<file path="config.mk">
export PLATFORM = sky130hd
export DESIGN_NAME = status_exc_regfile
export DESIGN_NICKNAME = d
export VERILOG_FILES = /design/src/rtl/exc_regs_pkg.sv /design/src/rtl/status_word_unit.sv /design/src/rtl/stack_ptr_bank.sv /design/src/rtl/save_pc_reg.sv /design/src/rtl/status_exc_regfile.sv
export SDC_FILE = /design/constraint.sdc
export NUM_CORES = 1
export LEC_CHECK = 0
export BUFFER_PORTS_ARGS = -buffer_cell sky130_fd_sc_hd__buf_2
export CAP_MARGIN = 0
export CORE_MARGIN = 3
export CORE_UTILIZATION = 40
export CTS_CLUSTER_SIZE = 10
export DETAILED_ROUTE_END_ITERATION = 7
export HOLD_SLACK_MARGIN = 0.05
export PLACE_DENSITY = 0.68
export SYNTH_ARGS = -nofsm -noshare
export SYNTH_HDL_FRONTEND = slang
export SYNTH_SLANG_ARGS = --single-unit
</file>
<file path="constraint.sdc">
create_clock -name clk -period 3.25 [get_ports clk]
set_clock_uncertainty 0.15 [all_clocks]
set_input_delay 0.65 -clock clk [delete_from_list [all_inputs] [get_ports clk]]
set_output_delay 0.65 -clock clk [all_outputs]
set_load 0.01 [all_outputs]
</file>
<file path="src/rtl/exc_regs_pkg.sv">
package exc_regs_pkg;
  localparam int unsigned CR_AW = 3;

  localparam logic [CR_AW-1:0] CRN_STATUS = 3'd0;
  localparam logic [CR_AW-1:0] CRN_CONDV  = 3'd1;
  localparam logic [CR_AW-1:0] CRN_ISTACK = 3'd2;
  localparam logic [CR_AW-1:0] CRN_USTACK = 3'd3;
  localparam logic [CR_AW-1:0] CRN_SAVEPC = 3'd6;

  localparam int unsigned BIT_C   = 0;
  localparam int unsigned BIT_IE  = 6;
  localparam int unsigned BIT_SM  = 7;
  localparam int unsigned BIT_BC  = 8;
  localparam int unsigned BIT_BIE = 14;
  localparam int unsigned BIT_BSM = 15;

  localparam int unsigned NUM_SP = 2;
  localparam int unsigned SP_INT = 0;
  localparam int unsigned SP_USR = 1;

  typedef struct packed {
    logic sm;
    logic ie;
    logic c;
  } mode_bits_t;
endpackage

</file>
<file path="src/rtl/status_word_unit.sv">
module status_word_unit
  import exc_regs_pkg::*;
(
  input  logic       clk,
  input  logic       rst_n,
  input  logic       entry,
  input  logic       ret,
  input  logic       sw_we,
  input  mode_bits_t sw_live_d,
  input  mode_bits_t sw_bkup_d,
  input  logic       cf_we,
  input  logic       cf_d,
  output mode_bits_t live_q,
  output mode_bits_t bkup_q
);
  mode_bits_t live_n, bkup_n;
  logic       live_en, bkup_en;

  always_comb begin
    live_n  = live_q;
    bkup_n  = bkup_q;
    live_en = 1'b0;
    bkup_en = 1'b0;
    if (entry) begin
      bkup_n  = live_q;
      bkup_en = 1'b1;
    end else if (ret) begin
      live_n  = bkup_q;
      live_en = 1'b1;
    end else if (sw_we) begin
      live_n  = sw_live_d;
      bkup_n  = sw_bkup_d;
      live_en = 1'b1;
      bkup_en = 1'b1;
    end else if (cf_we) begin
      live_n.c = cf_d;
      live_en  = 1'b1;
    end
  end

  always_ff @(posedge clk or negedge rst_n) begin
    if (!rst_n) begin
      live_q <= '0;
    end else if (live_en) begin
      live_q <= live_n;
    end
  end

  always_ff @(posedge clk or negedge rst_n) begin
    if (!rst_n) begin
      bkup_q <= '0;
    end else if (bkup_en) begin
      bkup_q <= bkup_n;
    end
  end
endmodule

</file>
<file path="src/rtl/stack_ptr_bank.sv">
module stack_ptr_bank
  import exc_regs_pkg::*;
#(
  parameter int unsigned W = 32
) (
  input  logic                     clk,
  input  logic                     rst_n,
  input  logic [NUM_SP-1:0]        we,
  input  logic [NUM_SP-1:0][W-1:0] wd,
  output logic [NUM_SP-1:0][W-1:0] q
);
  for (genvar i = 0; i < NUM_SP; i++) begin : g_sp
    always_ff @(posedge clk or negedge rst_n) begin
      if (!rst_n) begin
        q[i] <= '0;
      end else if (we[i]) begin
        q[i] <= wd[i];
      end
    end
  end
endmodule

</file>
<file path="src/rtl/save_pc_reg.sv">
module save_pc_reg #(
  parameter int unsigned W = 32
) (
  input  logic         clk,
  input  logic         rst_n,
  input  logic         entry,
  input  logic [W-1:0] entry_pc,
  input  logic         wr,
  input  logic [W-1:0] wr_data,
  output logic [W-1:0] save_q,
  output logic [W-1:0] ret_addr
);
  logic [W-1:0] save_n;
  logic         save_en;

  always_comb begin
    save_en = entry | wr;
    save_n  = entry ? entry_pc : wr_data;
    save_n[0] = 1'b0;
  end

  always_ff @(posedge clk or negedge rst_n) begin
    if (!rst_n) begin
      save_q <= '0;
    end else if (save_en) begin
      save_q <= save_n;
    end
  end

  assign ret_addr = {save_q[W-1:2], 2'b00};
endmodule

</file>
<file path="src/rtl/status_exc_regfile.sv">
module status_exc_regfile
  import exc_regs_pkg::*;
#(
  parameter int unsigned W = 32
) (
  input  logic             clk,
  input  logic             rst_n,
  input  logic             cr_wr_en,
  input  logic [CR_AW-1:0] cr_addr,
  input  logic [W-1:0]     cr_wdata,
  output logic [W-1:0]     cr_rdata,
  input  logic             gpr15_wr_en,
  input  logic [W-1:0]     gpr15_wdata,
  output logic [W-1:0]     gpr15_rdata,
  input  logic             cflag_wr_en,
  input  logic             cflag_wdata,
  input  logic             exc_entry,
  input  logic [W-1:0]     exc_pc,
  input  logic             exc_return,
  output logic [W-1:0]     ret_pc,
  output logic             stack_sel,
  output logic             int_en,
  output logic             cond_flag
);
  logic       rst_s1, rst_sync_n;
  mode_bits_t live, bkup, sw_live_d, sw_bkup_d;
  logic       cr_we_eff, sw_we;
  logic [NUM_SP-1:0]        sp_we;
  logic [NUM_SP-1:0][W-1:0] sp_wd, sp_q;
  logic [W-1:0] save_pc;
  logic [W-1:0] status_img;

  always_ff @(posedge clk or negedge rst_n) begin
    if (!rst_n) begin
      rst_s1     <= 1'b0;
      rst_sync_n <= 1'b0;
    end else begin
      rst_s1     <= 1'b1;
      rst_sync_n <= rst_s1;
    end
  end

  always_comb begin
    cr_we_eff    = cr_wr_en & ~exc_entry;
    sw_we        = cr_we_eff && (cr_addr == CRN_STATUS);
    sw_live_d.sm = cr_wdata[BIT_SM];
    sw_live_d.ie = cr_wdata[BIT_IE];
    sw_live_d.c  = cr_wdata[BIT_C];
    sw_bkup_d.sm = cr_wdata[BIT_BSM];
    sw_bkup_d.ie = cr_wdata[BIT_BIE];
    sw_bkup_d.c  = cr_wdata[BIT_BC];
  end

  always_comb begin
    sp_we[SP_INT] = (cr_we_eff && (cr_addr == CRN_ISTACK)) | (gpr15_wr_en & ~live.sm);
    sp_we[SP_USR] = (cr_we_eff && (cr_addr == CRN_USTACK)) | (gpr15_wr_en &  live.sm);
    sp_wd[SP_INT] = (cr_we_eff && (cr_addr == CRN_ISTACK)) ? cr_wdata : gpr15_wdata;
    sp_wd[SP_USR] = (cr_we_eff && (cr_addr == CRN_USTACK)) ? cr_wdata : gpr15_wdata;
  end

  status_word_unit u_sw (
    .clk       (clk),
    .rst_n     (rst_sync_n),
    .entry     (exc_entry),
    .ret       (exc_return),
    .sw_we     (sw_we),
    .sw_live_d (sw_live_d),
    .sw_bkup_d (sw_bkup_d),
    .cf_we     (cflag_wr_en),
    .cf_d      (cflag_wdata),
    .live_q    (live),
    .bkup_q    (bkup)
  );

  stack_ptr_bank #(.W(W)) u_sp (
    .clk   (clk),
    .rst_n (rst_sync_n),
    .we    (sp_we),
    .wd    (sp_wd),
    .q     (sp_q)
  );

  save_pc_reg #(.W(W)) u_spc (
    .clk      (clk),
    .rst_n    (rst_sync_n),
    .entry    (exc_entry),
    .entry_pc (exc_pc),
    .wr       (cr_we_eff && (cr_addr == CRN_SAVEPC)),
    .wr_data  (cr_wdata),
    .save_q   (save_pc),
    .ret_addr (ret_pc)
  );

  always_comb begin
    status_img          = '0;
    status_img[BIT_C]   = live.c;
    status_img[BIT_IE]  = live.ie;
    status_img[BIT_SM]  = live.sm;
    status_img[BIT_BC]  = bkup.c;
    status_img[BIT_BIE] = bkup.ie;
    status_img[BIT_BSM] = bkup.sm;
  end

  always_comb begin
    cr_rdata = '0;
    unique case (cr_addr)
      CRN_STATUS: cr_rdata = status_img;
      CRN_CONDV:  cr_rdata[0] = live.c;
      CRN_ISTACK: cr_rdata = sp_q[SP_INT];
      CRN_USTACK: cr_rdata = sp_q[SP_USR];
      CRN_SAVEPC: cr_rdata = save_pc;
      default:    cr_rdata = '0;
    endcase
  end

  assign gpr15_rdata = live.sm ? sp_q[SP_USR] : sp_q[SP_INT];
  assign stack_sel   = live.sm;
  assign int_en      = live.ie;
  assign cond_flag   = live.c;
endmodule

</file>
==> results of run 1 <==
[logic make-up (layout without fill, tap and decap cells)]
family	after synthesis	in the layout	share of synthesized area, %
other	2	3	0.120
muxes	161	161	26.4
DFF	103	103	41.2
buffers and inverters	85	242	7.78
and+or+nand+nor	170	170	12.0
AOI/OAI and AO/OA	144	144	12.5
[report_power, final]
group          switching (µW)  internal (µW)
Clock                     473            619
Sequential                254           1560
Combinational             653            674
Total                    1380           2860
[area by class of cell]
| class | instances | share of cell area (%) |
|---|---|---|
| flip-flops and latches | 103 | 34.1 |
| inverters | 3 | 0.149 |
| clock buffers | 13 | 3.30 |
| clock inverters | 3 | 0.562 |
| repair buffers | 223 | 16.0 |
| well taps | 211 | 3.49 |
| multi-input cells | 478 | 42.4 |
[metal layers]
metal / routed length, µm / part of all wire, % / global-route usage (%)
met5: 0 / 0 / 0
met4: 246 / 1.4 / 5.87
met3: 1070 / 6.0 / 3.94
met2: 8530 / 48 / 34.0
met1: 7890 / 44 / 27.2
[path summary, 6_finish.rpt]
kind	from	cells past startpoint	endpoint	slack (ns)
max	cr_addr[0]	5	cr_rdata[8]	0.45
min	rst_s1	0	rst_sync_n	0.20
max reg2reg	u_sw.live_q[2]	4	u_sp.q[42]	1.05
min reg2reg	rst_s1	0	rst_sync_n	0.20
max in group asynchronous	rst_sync_n	1	u_sp.q[16]	1.98
min in group asynchronous	rst_sync_n	0	u_spc.save_q[8]	0.25
[critical path, cell delays in order]
cell and delay, ns:
buf_2 0.11, buf_4 0.19, nor3_1 0.63, a22o_1 0.28, buf_2 0.14
[cells in the final DEF, fill, tap and decap left out, drive strengths merged, types with 2 or more instances in the layout]
cell type,instances
mux2,34
nor2,36
nor2b,2
o311ai,2
o21ai,94
conb,3
a22o,6
clkbuf,13
inv,3
mux2i,127
dfrtp,103
a21oi,34
buf,222
o22a,2
and2,26
and3b,2
a2bb2oi,3
nand2,99
[stage by stage]
stage | total power, µW | hold WS, ns | worst slack [ns] | util (%)
2_1_floorplan | 2680 | 0.181 | 0.0183 | -
3_3_place_gp | 3150 | 0.186 | 0.446 | 47.6
3_5_place_dp | 3180 | 0.189 | 0.426 | 47.6
4_1_cts | 4290 | 0.206 | 0.427 | 49.6
5_1_grt | 4500 | 0.210 | 0.353 | 49.6
6_report | 4240 | 0.201 | 0.446 | 49.6
[sequential cells by signal, summed over array words and instances, names as in the netlist]
register and cells:
u_sp.q 64, u_spc.save_q 31, u_sw.bkup_q 3, u_sw.live_q 3
rst_s1 1, rst_sync_n 1
==> flow_summary_export.csv, run 1 <==
group,metric,value,unit
yosys,synth.area.top_cells,"dfrtp_1, mux2i_1, o21ai_0",
timing,post-route-min-period,2.80,ns
cts,cts_tree,"built",
place,port_buffers,202,
timing,setup_viol,0,
global_route,grt_max_degree,72,
setup_path,worstSetupPathType,"input port to primary output",
finish,layout.nets,925,
yosys,synth-seq-cells,103,
yosys,yosys.area.top_type,"dfrtp_1",
cts,post_cts_buffers,0,
cts,cts_root_buf,"clkbuf_16",
drt,drtIter0Drc,199,
run_status,status,"completed",
setup_path,arrival,2.00,ns
die,die_w,131,µm
cts,cts_made_buffers,9,
finish,area_growth,21.1,%
global_route,grt_overflow,0,
setup_path,crit_path_max_fanout,16,
cts,clkSlewWorstSetupHoldPaths,0.07,ns
drt,wl,17.7,mm
finish,stdcell_area,7570,µm²
yosys,async_flop_share,100,%
place,dp_cells,1017,
yosys,synth_edf_count,0,
finish,antenna_cells,0,
pwr,powerDensity,560,nW/µm²
timing,rsz0062_at_grt,"false",
cts,clk-insertion-delay-late,0.35,ns
yosys,synth_top_area_share,41.2,%
timing,maxSlewHeadroom,45.7,%
drt,drtPass1Iterations,4,
yosys,synthesis.area,6250,µm²
pwr,total_leakage_power,0.00385,µW
setup_path,cp-start-kind,"input port",
setup_path,end_kind,"primary output",
die,initial_utilization,41.0,%
timing,worstMarginPinSlew,0.815,ns
drt,drc_errors,0,
drt,drt-wirelength-per-cell,17.1,µm
yosys,ys_top_cells_by_count,"mux2i_1, dfrtp_1, nand2_1, o21ai_0",
finish,fin_cells,1034,
die,core_area,15300,µm²
drt,via_per_inst,5.06,
cts,ctsHoldBuffers,1,
global_route,track_usage,20.5,%
cts,cts_sinks,103,
drt,num_vias,5233,
die,io_pins,206,
worst_hold_path,hold_class,"flop to flop",
finish,seqCellArea,2580,µm²
yosys,ys_warn_count,0,
drt,ant_nets,0,
yosys,ys.flop_type,"dfrtp_1",
global_route,antenna_found_initial,0,
yosys,synth.avg_cell_area,9.41,µm²
yosys,synth_seq_area_share,41.2,%
yosys,ys_types,30,
place,dp_hpwl,12.4,mm
yosys,yosysMostFrequentCell,"mux2i_1",
job,max-cap-violations,0,
cts,htreeDepth,3,
global_route,grt_pass1_vias,5044,
die,fp.dieH,131,µm
timing,setup_tns,0,ns
timing,drv_slew,0,
timing,hold_viol,0,
setup_path,crit_required,2.45,ns
finish,multiInputGateArea,3210,µm²
global_route,grt_pass1_wl,27.0,mm
cts,clk_path_buf_depth,2,
die,rows,45,
cts,cts_resized,0,
place,dpl_cell_area,7270,µm²
die,dieArea,17200,µm²
place,gp_congestion,0.766,
finish,drive_gt1_share,33.7,%
timing,max_freq,357,MHz
yosys,synthCells,665,
timing,finalCritPeriodShare,86.3,%
pwr,max-vdd-ir-drop,0.000275,V
finish,fill_cells,1491,
Power figures use the tool's default switching activity.
==> run 2: changes to the inputs <==
BUFFER_PORTS_ARGS = default   (was -buffer_cell sky130_fd_sc_hd__buf_2)
CORE_UTILIZATION = 58   (was 40)
DONT_BUFFER_PORTS = 1   (was default)
PLACE_DENSITY = 0.76   (was 0.68)
==> run 2 against run 1 <==
  * Non-clock buffer count fell by 212
  * Worst hold slack better by 0.012 ns
  * Total power down 14%
  * Sequential share of layout area grew 7.0 points
  * Largest cell class unchanged
  * Register-to-register slack got worse by 0.05 ns
  * Critical path type is now flop to primary output
  * Global-route usage increased by 6.5 points
  * Critical path depth down 4
  * Final area down 17%
  * Routed wire length is 7.0% lower
  * Clock power down 24%
==> flow_summary_export.csv, run 2 (same netlist as run 1, synthesis figures left out) <==
group,metric,value,unit
timing,finalCritPeriodShare,84.0,%
cts,cts_made_buffers,9,
setup_path,cp_slowest_cell,"dfrtp_2",
setup_path,crit_path_max_fanout,38,
global_route,grt_overflow,0,
timing,worstMarginPinSlew,1.09,ns
setup_path,crit_end,"gpr15_rdata[21]",
finish,final_cell_mix,"mux2i_1, dfrtp_1, nand2_1",
finish,multiInputGateArea,3210,µm²
die,dieArea,12100,µm²
global_route,grt_pass1_vias,4782,
setup_path,cp-start-kind,"flop",
finish,layout.nets,713,
pwr,powerDensity,581,nW/µm²
drt,num_vias,4664,
setup_path,worstPathCellList,"mux2_2",
die,rows,37,
finish,seqCellArea,2580,µm²
timing,maxSlewHeadroom,27.0,%
setup_path,crit_family,"flip-flops",
cts,clk-insertion-delay-late,0.35,ns
place,dp_cells,730,
finish,fin_cells,747,
cts,clkSlewWorstSetupHoldPaths,0.10,ns
cts,cts_tree,"built",
cts,post_cts_buffers,0,
drt,drc_errors,0,
setup_path,startpoint,"u_sw.live_q[2]",
worst_hold_path,hold_class,"flop to flop",
die,io_pins,206,
setup_path,r2r_slack,1.00,ns
finish,fill_cells,902,
pwr,clockPowerShare,22.6,%
run_status,status,"completed",
pwr,p_sw_share,33.4,%
die,core_area,10400,µm²
finish,area_growth,0.540,%
cts,cts_sinks,103,
setup_path,arrival,1.93,ns
finish,drive_gt1_share,10.8,%
place,port_buffers,0,
cts,cts_resized,0,
worst_hold_path,hp-start,"rst_s1",
setup_path,worstSetupPathType,"flop to primary output",
setup_path,rr_startpoint,"u_sw.live_q[2]",
job,max-cap-violations,0,
drt,drt-wirelength-per-cell,22.1,µm
global_route,track_usage,27.0,%
pwr,intPower,2430,µW
pwr,p_seq_share,51.2,%
global_route,grt_max_degree,73,
setup_path,crit_required,2.45,ns
setup_path,end_kind,"primary output",
drt,wl,16.5,mm
timing,hold_viol,0,
pwr,total_leakage_power,0.00292,µW
pwr,max-vdd-ir-drop,0.000294,V
timing,max_freq,366,MHz
setup_path,crit_buf_inv,0,
cts,cts_root_buf,"clkbuf_8",
cts,ctsHoldBuffers,1,
global_route,antenna_found_initial,0,
finish,regMostFlops,"u_sp.q",
die,initial_utilization,60.0,%
setup_path,slowest_delay,1.10,ns
cts,clk_path_buf_depth,2,
timing,post-route-min-period,2.73,ns
drt,ant_nets,0,
die,fp.dieH,110,µm
drt,via_per_inst,6.24,
finish,largest_reg_flops,64,
finish,final_common_cell,"mux2i_1",
drt,drtPass1Iterations,7,
timing,setup_viol,0,
finish,top_regs,"u_sp.q (64), u_spc.save_q (31)",
drt,drtIter0Drc,313,
cts,htreeDepth,3,
pwr,pwr-share-comb,26.2,%
global_route,grt_pass1_wl,24.8,mm
timing,setup_tns,0,ns
place,gp_congestion,0.833,
timing,rsz0062_at_grt,"false",
setup_path,crit-reg2reg-capture,"u_sp.q[24]",
setup_path,r2r_cells,4,
finish,antenna_cells,0,
timing,drv_slew,0,
die,die_w,110,µm
place,dp_hpwl,10.7,mm
worst_hold_path,worstHoldPathCells,0,
pwr,switchingPower,1220,µW
setup_path,critical_path_depth,1,
## run 2: cell count changes in the layout (fill, tap and decap cells not counted), sizes merged
cell and change:
buf -212
## run 2: layout make-up
| type | instances | area share [%] |
|---|---|---|
| repair buffers | 11 | 1.75 |
| multi-input cells | 478 | 51.1 |
| well taps | 136 | 2.71 |
| inverters | 3 | 0.179 |
| flip-flops and latches | 103 | 41.1 |
| clock inverters | 3 | 0.676 |
| clock buffers | 13 | 2.53 |
## run 2: how the worst min path moves through the flow
stage                       endpoint  slack [ns]
finish                    rst_sync_n        0.21
global route        u_spc.save_q[22]        0.22
CTS                       rst_sync_n        0.22
detailed placement        rst_sync_n        0.19
global placement          rst_sync_n        0.19
floorplan                 rst_sync_n        0.18
## run 2: power by group through the flow
stage	sequential (µW)	combinational (µW)	clock [µW]
floorplan	1760	923	0
global placement	1860	923	0
detailed placement	1890	960	0
CTS	1860	963	851
global route	1910	1060	905
finish	1870	956	826
## run 2: stage by stage
stage	hold slack (ns)	instance area [µm²]	worst slack (ns)	util [%]	power [µW]
after floorplan	0.181	6260	0.0183	-	2680
after CTS	0.216	6290	0.528	60.4	3670
after detailed placement	0.190	6080	0.725	58.3	2850
after global placement	0.189	6080	0.719	58.3	2780
after global routing	0.222	6290	0.463	60.4	3870
final	0.213	6290	0.520	60.4	3650
## run 2: routing by layer
layer  up-vias  wire [µm]  global-route usage [%]  share of wire (%)
met1      2264       6480                    32.6                 39
met4         0        291                    11.1                1.8
met2       232       8100                    45.1                 49
met3        26       1620                    7.63                9.8
met5         -          0                       0                  0
li1       2142          -                       -                  -
==> run 3: changes to the inputs <==
clock period = 2.2 ns   (was 3.25 ns; I/O delays follow)
==> run 3 against run 2 <==
  * Clock power grew 44%
  * Final area grew 12%
  * Total power grew 52%
  * Non-clock buffer count grew 72
  * Flip-flop and latch count is the same
  * Worst hold slack lost 0.14 ns
  * Worst setup slack lost 0.43 ns
  * Count of clock-buffer cells in the layout shrank 3
  * Core utilization grew 7.1 points
  * Die area is the same
  * First-iteration DRC count grew 19%
  * Via count grew 8.7%
  * Critical path type unchanged
  * Highest routed layer unchanged
==> flow_summary_export.csv, run 3 (same netlist as run 1, synthesis figures left out) <==
group,metric,value,unit
timing,setup_ws,0.0929,ns
timing,hold_viol,0,
finish,fin_util,67.4,%
setup_path,r2r_cells,5,
timing,maxSlewHeadroom,65.0,%
cts,cts_tree,"built",
place,dp_hpwl,11.0,mm
die,fp.dieH,110,µm
finish,area_growth,12.3,%
cts,clkSlewWorstSetupHoldPaths,0.09,ns
timing,finalCritPeriodShare,95.8,%
timing,setup_tns,0,ns
finish,fill_cells,795,
finish,drive_gt1_share,11.1,%
cts,post_cts_buffers,0,
worst_hold_path,hold_class,"input port to flop",
run_status,status,"completed",
pwr,total_leakage_power,0.00323,µW
setup_path,crit-reg2reg-capture,"u_sp.q[27]",
cts,cts_sinks,103,
cts,clk-insertion-delay-late,0.36,ns
timing,post-route-min-period,2.11,ns
global_route,groute.layer.met2.usage,50.4,%
die,io_pins,206,
setup_path,crit_required,1.61,ns
place,port_buffers,0,
worst_hold_path,hold_end,"u_spc.save_q[18]",
setup_path,worstSetupPathType,"flop to primary output",
finish,final_common_cell,"mux2i_1",
drt,drtIter0Drc,372,
job,max-cap-violations,0,
pwr,powerDensity,789,nW/µm²
finish,top_regs,"u_sp.q (64), u_spc.save_q (31)",
cts,cts_made_buffers,9,
place,gp_congestion,0.823,
drt,ant_nets,0,
drt,drtPass1Iterations,5,
setup_path,arrival,1.52,ns
die,die_w,110,µm
die,rows,37,
finish,regMostFlops,"u_sp.q",
worst_hold_path,hp-start,"exc_entry",
global_route,antenna_found_initial,0,
drt,num_vias,5068,
timing,rsz0062_at_grt,"false",
drt,drt-wirelength-per-cell,22.3,µm
finish,layout.nets,785,
cts,cts_root_buf,"clkbuf_8",
global_route,globalRouteMet1Util,35.9,%
setup_path,end_kind,"primary output",
pwr,max-vdd-ir-drop,0.000549,V
finish,final_cell_mix,"mux2i_1, dfrtp_1, nand2_1",
timing,max_freq,475,MHz
setup_path,cp-start-kind,"flop",
setup_path,r2r_slack,0.49,ns
global_route,grt_pass1_vias,5130,
die,initial_utilization,60.0,%
pwr,power.total,5540,µW
cts,htreeDepth,3,
cts,clk_path_buf_depth,2,
global_route,grt_overflow,0,
die,dieArea,12100,µm²
global_route,grt_pass1_wl,27.1,mm
timing,drv_slew,0,
drt,drc_errors,0,
place,dpl_cell_area,6170,µm²
global_route,met3_usage,8.22,%
setup_path,crit_path_max_fanout,20,
global_route,gr-max-usage-layer,"met2",
worst_hold_path,worstHoldPathCells,2,
timing,worstMarginPinSlew,0.524,ns
place,post-place-ws,0.305,ns
drt,wl,18.2,mm
timing,setup_viol,0,
die,core_area,10400,µm²
global_route,track_usage,29.6,%
drt,via_per_inst,6.19,
global_route,grt_max_degree,59,
finish,stdcell_area,7020,µm²
finish,largest_reg_flops,64,
setup_path,rr_startpoint,"u_sw.live_q[2]",
finish,antenna_cells,0,
## run 3: cell count changes in the layout (fill, tap and decap cells not counted)
cell	before	now
dlygate4sd3_1	1	64
buf_4	8	13
buf_12	2	6
clkbuf_8	11	9
clkinv_2	1	3
o21ai_0	88	86
o21ai_1	6	8
clkbuf_1	2	1
clkinv_4	0	1
## run 3: area by class of cell
type                    count  area [µm²]  share of cell area [%]
inverters                   3        11.3                   0.160
multi-input cells         478        3210                    45.7
clock buffers              10         128                    1.82
well taps                 136         170                    2.42
flip-flops and latches    103        2580                    36.8
clock inverters             6        61.3                   0.873
repair buffers             83         858                    12.2
## run 3: how the worst max path moves through the flow
| stage | from | end | slack [ns] | depth (start not counted) |
|---|---|---|---|---|
| 4_1_cts | u_spc.save_q[14] | cr_rdata[14] | 0.03 | 3 |
| 2_1_floorplan | cr_addr[0] | cr_rdata[15] | 0.17 | 6 |
| 5_1_grt | u_spc.save_q[14] | cr_rdata[14] | 0.06 | 3 |
| 3_3_place_gp | cr_addr[1] | u_sw.bkup_q[1] | 0.34 | 4 |
| 6_report | u_sw.live_q[2] | gpr15_rdata[15] | 0.09 | 2 |
| 3_5_place_dp | cr_addr[1] | u_sw.bkup_q[1] | 0.30 | 4 |
## run 3: critical path, cell delays in order (launching register included)
cell	delay, ns
dfrtp_2	0.39
buf_4	0.32
mux2_2	0.44
## run 3: where the power goes
group,internal (µW),switching [µW]
logic,804,845
registers,2310,390
clock network,524,670
## run 3: metrics by stage
step / std cells / hold slack, ns
6_report: 819 / 0.0692
5_1_grt: 819 / 0.0500
2_1_floorplan: 666 / -0.00559
3_5_place_dp: 738 / -0.00555
3_3_place_gp: 738 / -0.00554
4_1_cts: 817 / 0.0507
## run 3: what timing repair did
item	4_1_cts	5_1_grt
hold buffers	63	2
hold endpoints to repair	65	2
endpoints found under the setup margin	0	2
resized for setup	0	2
## run 3: routing by layer
layer,vias to the layer above,wire length [µm]
met5,-,0
met4,0,250
met3,22,1770
met2,264,9060
met1,2500,7160
li1,2282,-
